`src/rtl/jsr_pkg.sv`:
```
package jsr_pkg;

  typedef enum logic [2:0] {
    CYC_FETCH = 3'd0,
    CYC_OPLO  = 3'd1,
    CYC_DUMMY = 3'd2,
    CYC_PUSHH = 3'd3,
    CYC_PUSHL = 3'd4,
    CYC_OPHI  = 3'd5
  } cyc_e;

  typedef enum logic [1:0] {
    AR_HOLD  = 2'd0,
    AR_PC    = 2'd1,
    AR_STACK = 2'd2,
    AR_DEC   = 2'd3
  } ar_src_e;

  typedef struct packed {
    logic    adv_pc;
    logic    latch_dl;
    logic    ld_s_dl;
    logic    alu_dec;
    logic    ld_target;
    logic    wr;
    logic    push_hi;
    logic    done;
    ar_src_e ar_src;
  } ctl_t;

endpackage

```
`src/rtl/jsr_seq_ctrl.sv`:
```
module jsr_seq_ctrl
  import jsr_pkg::*;
(
  input  logic clk,
  input  logic rst_n,
  input  logic start,
  output cyc_e state_q,
  output ctl_t ctl
);

  cyc_e state_d;

  always_comb begin
    state_d = state_q;
    unique case (state_q)
      CYC_FETCH: if (start) state_d = CYC_OPLO;
      CYC_OPLO:  state_d = CYC_DUMMY;
      CYC_DUMMY: state_d = CYC_PUSHH;
      CYC_PUSHH: state_d = CYC_PUSHL;
      CYC_PUSHL: state_d = CYC_OPHI;
      CYC_OPHI:  state_d = CYC_FETCH;
      default:   state_d = CYC_FETCH;
    endcase
  end

  always_ff @(posedge clk or negedge rst_n) begin
    if (!rst_n) state_q <= CYC_FETCH;
    else        state_q <= state_d;
  end

  always_comb begin
    ctl        = '0;
    ctl.ar_src = AR_HOLD;
    unique case (state_q)
      CYC_FETCH: begin
        ctl.adv_pc = start;
        ctl.ar_src = AR_PC;
      end
      CYC_OPLO: begin
        ctl.adv_pc   = 1'b1;
        ctl.latch_dl = 1'b1;
        ctl.ar_src   = AR_STACK;
      end
      CYC_DUMMY: begin
        ctl.ld_s_dl = 1'b1;
        ctl.ar_src  = AR_HOLD;
      end
      CYC_PUSHH: begin
        ctl.wr      = 1'b1;
        ctl.push_hi = 1'b1;
        ctl.alu_dec = 1'b1;
        ctl.ar_src  = AR_DEC;
      end
      CYC_PUSHL: begin
        ctl.wr      = 1'b1;
        ctl.alu_dec = 1'b1;
        ctl.ar_src  = AR_PC;
      end
      CYC_OPHI: begin
        ctl.ld_target = 1'b1;
        ctl.done      = 1'b1;
        ctl.ar_src    = AR_PC;
      end
      default: ctl.ar_src = AR_HOLD;
    endcase
  end

endmodule

```
`src/rtl/jsr_seq_regs.sv`:
```
module jsr_seq_regs
  import jsr_pkg::*;
#(
  parameter int                   DATA_W = 8,
  parameter logic [2*DATA_W-1:0]  RST_PC = '0,
  parameter logic [DATA_W-1:0]    RST_SP = '1
) (
  input  logic                clk,
  input  logic                rst_n,
  input  ctl_t                ctl,
  input  logic [DATA_W-1:0]   din,
  input  logic [DATA_W-1:0]   ar_lo,
  output logic [2*DATA_W-1:0] pc_q,
  output logic [2*DATA_W-1:0] pc_d,
  output logic [DATA_W-1:0]   s_q
);

  localparam int PC_W = 2 * DATA_W;

  logic [DATA_W-1:0] dl_q, dl_d;
  logic [DATA_W-1:0] alu_q, alu_d;
  logic [DATA_W-1:0] s_d;
  logic              pc_en, dl_en, alu_en, s_en;

  // program counter: increment during operand fetch, full load at the end
  always_comb begin
    pc_en = ctl.adv_pc | ctl.ld_target;
    if (ctl.ld_target)   pc_d = {din, s_q};
    else if (ctl.adv_pc) pc_d = pc_q + PC_W'(1);
    else                 pc_d = pc_q;
  end

  // input data latch holds the low target byte for one cycle
  always_comb begin
    dl_en = ctl.latch_dl;
    dl_d  = din;
  end

  // result latch carries the decrementing stack address
  always_comb begin
    alu_en = ctl.alu_dec;
    alu_d  = ar_lo - DATA_W'(1);
  end

  // stack pointer: parks the low target byte, then takes the result latch
  always_comb begin
    s_en = ctl.ld_s_dl | ctl.ld_target;
    s_d  = ctl.ld_target ? alu_q : dl_q;
  end

  always_ff @(posedge clk or negedge rst_n) begin
    if (!rst_n) begin
      pc_q  <= RST_PC;
      dl_q  <= '0;
      alu_q <= '0;
      s_q   <= RST_SP;
    end else begin
      if (pc_en)  pc_q  <= pc_d;
      if (dl_en)  dl_q  <= dl_d;
      if (alu_en) alu_q <= alu_d;
      if (s_en)   s_q   <= s_d;
    end
  end

endmodule

```
`src/rtl/jsr_seq_addr.sv`:
```
module jsr_seq_addr
  import jsr_pkg::*;
#(
  parameter int                  DATA_W     = 8,
  parameter logic [DATA_W-1:0]   STACK_PAGE = 8'h01,
  parameter logic [2*DATA_W-1:0] RST_PC     = '0
) (
  input  logic                clk,
  input  logic                rst_n,
  input  ctl_t                ctl,
  input  logic [2*DATA_W-1:0] pc_d,
  input  logic [2*DATA_W-1:0] pc_q,
  input  logic [DATA_W-1:0]   s_q,
  output logic [2*DATA_W-1:0] ar_q,
  output logic [DATA_W-1:0]   dout,
  output logic                rnw
);

  localparam int PC_W = 2 * DATA_W;

  logic [PC_W-1:0] ar_d;
  logic            ar_en;

  always_comb begin
    ar_en = (ctl.ar_src != AR_HOLD);
    unique case (ctl.ar_src)
      AR_PC:    ar_d = pc_d;
      AR_STACK: ar_d = {STACK_PAGE, s_q};
      AR_DEC:   ar_d = {STACK_PAGE, ar_q[DATA_W-1:0] - DATA_W'(1)};
      default:  ar_d = ar_q;
    endcase
  end

  always_ff @(posedge clk or negedge rst_n) begin
    if (!rst_n)     ar_q <= RST_PC;
    else if (ar_en) ar_q <= ar_d;
  end

  always_comb begin
    rnw = ~ctl.wr;
    if (!ctl.wr)          dout = '0;
    else if (ctl.push_hi) dout = pc_q[PC_W-1:DATA_W];
    else                  dout = pc_q[DATA_W-1:0];
  end

endmodule

```
`src/rtl/jsr_seq.sv`:
```
module jsr_seq
  import jsr_pkg::*;
#(
  parameter logic [15:0] RST_PC     = 16'h0000,
  parameter logic [7:0]  RST_SP     = 8'hFD,
  parameter logic [7:0]  STACK_PAGE = 8'h01
) (
  input  logic        clk,
  input  logic        rst_n,
  input  logic        start,
  input  logic [7:0]  bus_din,
  output logic [15:0] bus_addr,
  output logic [7:0]  bus_dout,
  output logic        bus_rnw,
  output logic        done,
  output logic [15:0] pc_out,
  output logic [7:0]  sp_out
);

  localparam int DATA_W = 8;
  localparam int PC_W   = 2 * DATA_W;

  cyc_e            state_q;
  ctl_t            ctl;
  logic [PC_W-1:0] pc_q, pc_d;
  logic [DATA_W-1:0] s_q;

  jsr_seq_ctrl u_ctrl (
    .clk     (clk),
    .rst_n   (rst_n),
    .start   (start),
    .state_q (state_q),
    .ctl     (ctl)
  );

  jsr_seq_regs #(
    .DATA_W (DATA_W),
    .RST_PC (RST_PC),
    .RST_SP (RST_SP)
  ) u_regs (
    .clk   (clk),
    .rst_n (rst_n),
    .ctl   (ctl),
    .din   (bus_din),
    .ar_lo (bus_addr[DATA_W-1:0]),
    .pc_q  (pc_q),
    .pc_d  (pc_d),
    .s_q   (s_q)
  );

  jsr_seq_addr #(
    .DATA_W     (DATA_W),
    .STACK_PAGE (STACK_PAGE),
    .RST_PC     (RST_PC)
  ) u_addr (
    .clk   (clk),
    .rst_n (rst_n),
    .ctl   (ctl),
    .pc_d  (pc_d),
    .pc_q  (pc_q),
    .s_q   (s_q),
    .ar_q  (bus_addr),
    .dout  (bus_dout),
    .rnw   (bus_rnw)
  );

  assign done   = ctl.done;
  assign pc_out = pc_q;
  assign sp_out = s_q;

endmodule

```
`config.mk`:
```
export PLATFORM = sky130hd
export DESIGN_NAME = jsr_seq
export DESIGN_NICKNAME = d
export VERILOG_FILES = /design/src/rtl/jsr_pkg.sv /design/src/rtl/jsr_seq_ctrl.sv /design/src/rtl/jsr_seq_regs.sv /design/src/rtl/jsr_seq_addr.sv /design/src/rtl/jsr_seq.sv
export SDC_FILE = /design/constraint.sdc
export NUM_CORES = 1
export LEC_CHECK = 0
export BUFFER_PORTS_ARGS = -buffer_cell sky130_fd_sc_hd__clkbuf_2
export CELL_PAD_IN_SITES_DETAIL_PLACEMENT = 1
export CELL_PAD_IN_SITES_GLOBAL_PLACEMENT = 1
export CORE_MARGIN = 1
export CORE_UTILIZATION = 38
export DETAILED_ROUTE_END_ITERATION = 7
export HOLD_SLACK_MARGIN = 0.06
export MAX_ROUTING_LAYER = met4
export PLACE_DENSITY = 0.76
export SLEW_MARGIN = 20
export SYNTH_ARGS = -nofsm -noshare
export SYNTH_HDL_FRONTEND = slang
export SYNTH_SLANG_ARGS = --single-unit
```
`constraint.sdc`:
```
create_clock -name clk -period 1.8 [get_ports clk]
set_input_delay 0.18 -clock clk [delete_from_list [all_inputs] [get_ports clk]]
set_output_delay 0.18 -clock clk [all_outputs]
set_load 0.01 [all_outputs]
```
Yosys cells after proc, flatten, opt, wreduce, memory -nomap -nowiden:

Index checks and enable logic that the tools add are counted.

* bitwise gates (word level): 3
* equality and inequality tests: 9
* muxes and demuxes: 15
* reduce and logical (&&, ||, !) cells: 6
* $add $sub $neg: 2

Operator list (number)
* $pmux W16 S3: 1
* $mux W16: 2
* $mux W8: 3
* $add A16 B1 Y16 const B: 1
* $pmux W3 S5: 1
* $sub A8 B1 Y8 const B: 1
* $eq A3 B2 Y1 const B: 2
* $eq A3 B3 Y1 const B: 2
* $pmux W2 S3: 1
* $mux W1: 5
* $eq A2 B2 Y1 const B: 2
* $eq A3 B1 Y1 const B: 1
* $logic_not A3 Y1: 1
* $mux W3: 1
* $reduce_bool A3 Y1: 1
* $reduce_or A3 Y1: 1
* $eq A2 B1 Y1 const B: 1
* $ne A2 B2 Y1 const B: 1
* $or A1 B1 Y1: 2
* $pmux W1 S2: 1
* $reduce_and A2 Y1: 1
* $reduce_bool A2 Y1: 1
* $reduce_or A2 Y1: 1
* $not A1 Y1: 1

* bits in registers: 59

Logic depth before layout (Yosys ltp):

* word-level depth: 6
* depth in mapped cells: 9

Hierarchy:

A second synthesis with hierarchy kept.

* cells, all modules: 325
* area total of the unflattened synthesis: 3325.7 um2

Modules (own cells, without submodules)
* jsr_seq_regs: area an instance 2084.5 um2, seq. area each 1009.7 um2, instances 1, cells each 208
* jsr_seq_addr: area an instance 1001.0 um2, seq. area each 400.4 um2, instances 1, cells each 93
* jsr_seq_ctrl: area an instance 240.2 um2, seq. area each 75.1 um2, instances 1, cells each 24

Worst setup path before layout:

OpenSTA, ideal clock, no wires.

* path kind: reg2reg
* start: register u_addr.ar_q[0]
* end: register u_addr.ar_q[6]
* path buffers: 0
* stages on the path, launching flop included: 7
* setup slack: -0.107 ns
* data arrival time: 1.783 ns
* cells stage by stage: dfrtp_1 > inv_1 > ha_1 > or3b_2 > nor4_1 > mux2i_1 > a211o_1

* word-level cells in the longest chain between the ends: 2

Ends and longest elaborated chain
* start, declared: line jsr_seq_addr.sv:14 `output logic [2*DATA_W-1:0] ar_q,`
* start signal, assigned: line jsr_seq_addr.sv:36 `else if (ar_en) ar_q <= ar_d;`
* $sub A8 B1 Y8: line jsr_seq_addr.sv:29 `AR_DEC: ar_d = {STACK_PAGE, ar_q[DATA_W-1:0] - DATA_W'(1)};`
* $pmux W16 S3: line jsr_seq_addr.sv:26 `unique case (ctl.ar_src)`

Every way passes these cells.
A chain may end at the register's enable or synchronous reset.

Worst setup path after layout:

* start: register u_ctrl.state_q[0]
* end: register u_addr.ar_q[5]

* word-level cells in the longest chain between the ends: 6
* elaborated cells between the ends (all ways): 18
* classes of those cells: 7 x eq/ne; 6 x mux; 5 x reduce/logical

Ends and longest elaborated chain
* start, declared: line jsr_seq_ctrl.sv:7 `output cyc_e state_q,`
* start signal, assigned: line jsr_seq_ctrl.sv:28 `else state_q <= state_d;`
* $eq A3 B3 Y1 / $logic_not A3 Y1 (equally long branches): line jsr_seq_ctrl.sv:34 `unique case (state_q)`
* $reduce_or A3 Y1 (no line)
* $pmux W2 S3: line jsr_seq_ctrl.sv:34
* $eq A2 B1 Y1 / $eq A2 B2 Y1 (equally long branches): line jsr_seq_addr.sv:26
* $reduce_bool A3 Y1 (no line)
* $reduce_and A2 Y1 (no line)

Parallel ways exist; a longest one is shown, timed or not.

==> metrics.md <==
| Metric | Value |
|---|---|
| Run status | `finished, violations left` |
| Failing checks | `setup timing` |
| Fraction of registers with async set or reset after synthesis | `1.00` |
| Non-Filler Cell Area, Final | `0.00463 mm^2` |
| Worst min path class | `input port to register` |
| Most common cell after layout, fill and taps aside | `sky130_fd_sc_hd__buf_4` |
| Switching pwr | `4.76 mW` |
| Violation count after the first detailed-routing iteration | `289` |
| Sinks on Clock Net | `59` |
| Wirelength, routed | `13.4 mm` |
| Detail Route Antenna Nets | `0` |
| Final number of setup-violating endpoints | `11` |
| Post-route setup slack | `-49.3 ps` |
| Critical path endpoint category | `register` |
| Count of standard-cell rows | `34` |
| Minimum clock period after layout | `1850 ps` |
| Port Buf Inserts | `60` |
| Mean Syn Cell Area | `9.12 um^2` |
| Cells after synthesis | `375` |
| Main synth FF type | `sky130_fd_sc_hd__dfrtp_1` |
| Part of the power in the clock network | `0.115` |
| CTS Root Buffer Type | `sky130_fd_sc_hd__clkbuf_8` |
| RSZ-0062 raised after global routing | `true` |
| Number of global-route vias before repair | `3775` |
| Placed Area | `0.00414 mm^2` |
| Crit path largest cell delay | `530 ps` |
| Leakage power figure | `2.03 nW` |
| Data arrival, critical path | `2120 ps` |
| Part of the cycle the worst path needs | `1.03` |
| Overall fraction of global-route tracks in use | `0.291` |
| CP max-delay cell | `sky130_fd_sc_hd__or4_4` |
| Count of nets after finishing | `500` |
| Initial antenna violation count | `0` |
| Portion of the post-synthesis area used by sequential elements | `0.434` |
| Number of fill cells in the layout | `1014` |
| Initial cell density of the core | `0.392` |
| Global route total overflow | `0` |
| First-pass iteration count of the detailed router | `4` |
| Largest fanout on the critical path | `9` |
| CTS tree | `done` |
| CTS Buffer Depth | `2` |
| Clock Pin Slew Worst Setup and Hold Paths | `70 ps` |
| Post-layout util | `0.531` |
| Category of the worst setup path launch point | `register` |
| Count of flip-flops with a built-in enable after synthesis | `0` |
| Die Y | `96.9 um` |
| Total power per unit cell area | `2180 mW/mm^2` |
| Part of the total power dissipated in sequential elements | `0.290` |
| Die outline area | `0.00939 mm^2` |
| IO Count | `61` |
| Max Transition Viols Final | `0` |
| Met1 capacity usage during global routing | `0.372` |
| Clock buffer count from CTS | `9` |
| Die width | `96.9 um` |
| Avg WL per Cell | `22.3 um` |
| Placed cell count | `568` |
| Power Total | `10.1 mW` |
| Largest net degree at the start of global routing | `60` |
| First-pass GRT wire length | `20.6 mm` |
| Core footprint | `0.00872 mm^2` |
| Final GP Congestion | `0.894` |
| IR Drop Worst-Case VDD | `0.602 mV` |
| Post-synth design cell area | `0.00342 mm^2` |
| CTS H-tree lvls | `3` |
| Count of antenna diodes in the layout | `0` |
| DP Wirelength | `8.88 mm` |
| Cell variety after synth | `61` |
| Clk_lat worst skew | `360 ps` |
| Routing usage on met2 | `0.447` |
| Synth Register Bits | `59` |
| Area growth from synthesis to layout | `35.4%` |
| Fin. Hold Viols | `0` |
| Switching share of power | `0.471` |
| Slew margin rel. | `0.695` |
| Non-filler cells in the finished layout | `600` |
| Synth warn | `0` |
| Logic gate share of total power | `0.595` |
| Routing usage on met3 | `0.0621` |
| Highest-count cells in the layout ignoring fill and taps | `sky130_fd_sc_hd__buf_4, sky130_fd_sc_hd__clkbuf_2, sky130_fd_sc_hd__dfrtp_1, sky130_fd_sc_hd__nand2_1, sky130_fd_sc_hd__nor2_1` |
| Internal power of the cells | `5.34 mW` |
| Most Used Layer, Global Route | `met2` |
| Maximum clock rate | `541 MHz` |
| Net Count, Synth | `388` |
| Fraction of final layout cells sized beyond drive strength 1 | `0.409` |
| Required arrival time at the worst endpoint | `2070 ps` |
| Max-cap violation count | `0` |
| Worst slew pin tran | `452 ps` |
| Post-detailed-route via-to-cell ratio | `6.08` |
| Final Skew | `9.84 ps` |
| Detailed-route DRC error count | `0` |
| Type of the setup path with the least slack | `register to register` |
| Ordered cell list for the critical path | `buf_6 > o211ai_1 > or4_4 > a311o_1 > a22oi_2` |
| Total number of vias | `3645` |
[power groups by stage]
| stage | Sequential [mW] | Combinational (mW) | Clock (mW) |
|---|---|---|---|
| floorplan | 2.85 | 2.94 | 0 |
| finish | 2.93 | 6.01 | 1.16 |
| global route | 3.00 | 6.48 | 1.23 |
| detailed placement | 2.86 | 5.24 | 0 |
| CTS | 2.86 | 5.51 | 1.16 |
| global placement | 2.84 | 5.04 | 0 |
[path summary, 6_finish.rpt]
| path | start | end | slack (ps) | cells past startpoint |
|---|---|---|---|---|
| max | u_ctrl.state_q[0] | u_addr.ar_q[5] | -50 | 5 |
| min | bus_din[0] | u_regs.pc_q[8] | 100 | 2 |
| max reg2reg | u_ctrl.state_q[0] | u_addr.ar_q[5] | -50 | 5 |
| min reg2reg | u_regs.alu_q[5] | u_regs.alu_q[5] | 510 | 2 |
| max in group asynchronous | rst_n | u_regs.s_q[7] | 1090 | 3 |
| min in group asynchronous | rst_n | u_regs.alu_q[0] | 380 | 3 |
[critical path, delay by kind of cell (launching register included)]
family | cells | cell delay [ps]
flip-flops | 1 | 410
buffers and inverters | 1 | 160
AND/OR/NAND/NOR | 1 | 530
AO/OA/AOI/OAI | 3 | 680
[repair_timing]
action | 4_1_cts | 5_1_grt
hold endpoints to repair | 52 | 0
pin swaps | 0 | 17
setup buffers | 8 | 7
resized for setup | 15 | 36
hold buffers | 1 | 0
setup endpoints to repair | 33 | 34
[cells in the mapped netlist, drive strengths merged (3+ instances only)]
cell    instances  area share
a32oi           5       0.013
o211ai          8       0.018
nor2           31       0.035
nor2b           3      0.0055
o21ai          25       0.037
nor4            7       0.013
xor2            5       0.013
o31a            3      0.0077
or3             3      0.0069
nand2b          8       0.015
or2             6       0.011
dfstp           7       0.054
dfrtp          52        0.38
a31oi           4      0.0073
or4             7       0.016
nor3           11       0.016
inv            13       0.014
o22ai          10       0.018
a211o           4       0.010
nand4           6       0.011
mux2            9       0.030
a21oi          17       0.025
a22o           14       0.036
xnor2           7       0.018
a211oi          4      0.0088
clkbuf         15       0.016
nand2          33       0.036
buf            11       0.020
nand3          17       0.025
[cells by family (layout without fill, tap and decap cells)]
logic type	count (synthesis)	after routing	synth area share
fa+ha+maj	2	2	0.00731
mux	12	12	0.0421
flops	59	59	0.434
buf+inv	39	156	0.0512
simple gates	142	142	0.216
xor+xnor	12	12	0.0307
compound gates	109	109	0.219
[state kept, by name, indices dropped and copies added (netlist names)]
signal	cells
u_regs.s_q	8
u_regs.pc_q	16
u_regs.alu_q	8
u_addr.ar_q	16
u_regs.dl_q	8
u_ctrl.state_q	3
[per-stage QoR]
stage | hold WS [ps] | TNS (ps) | setup WS (ps)
global route | 113 | -1170 | -86.5
global placement | 220 | -70.4 | -39.0
floorplan | -116 | 0 | 1.37
finish | 96.0 | -265 | -49.3
CTS | 100 | -10.0 | -9.01
detailed placement | 222 | -542 | -92.8
[routing by layer]
layer  wire, um  vias up
met1       5680     1848
li1           -     1613
met4        390        0
met2       6550      142
met3        782       42
met5          0        -
[final cells by class]
type / instances / area, um^2 / share of cell area
Multi-Input combinational cell: 277 / 1920 / 0.414
Sequential cell: 59 / 1490 / 0.322
Timing Repair Buffer: 127 / 855 / 0.185
Clock buffer: 12 / 155 / 0.0335
Tap cell: 108 / 135 / 0.0292
Inverter: 13 / 51.3 / 0.0111
Clock inverter: 4 / 25.0 / 0.00540
Note: power is estimated with default switching activity, not from simulation.
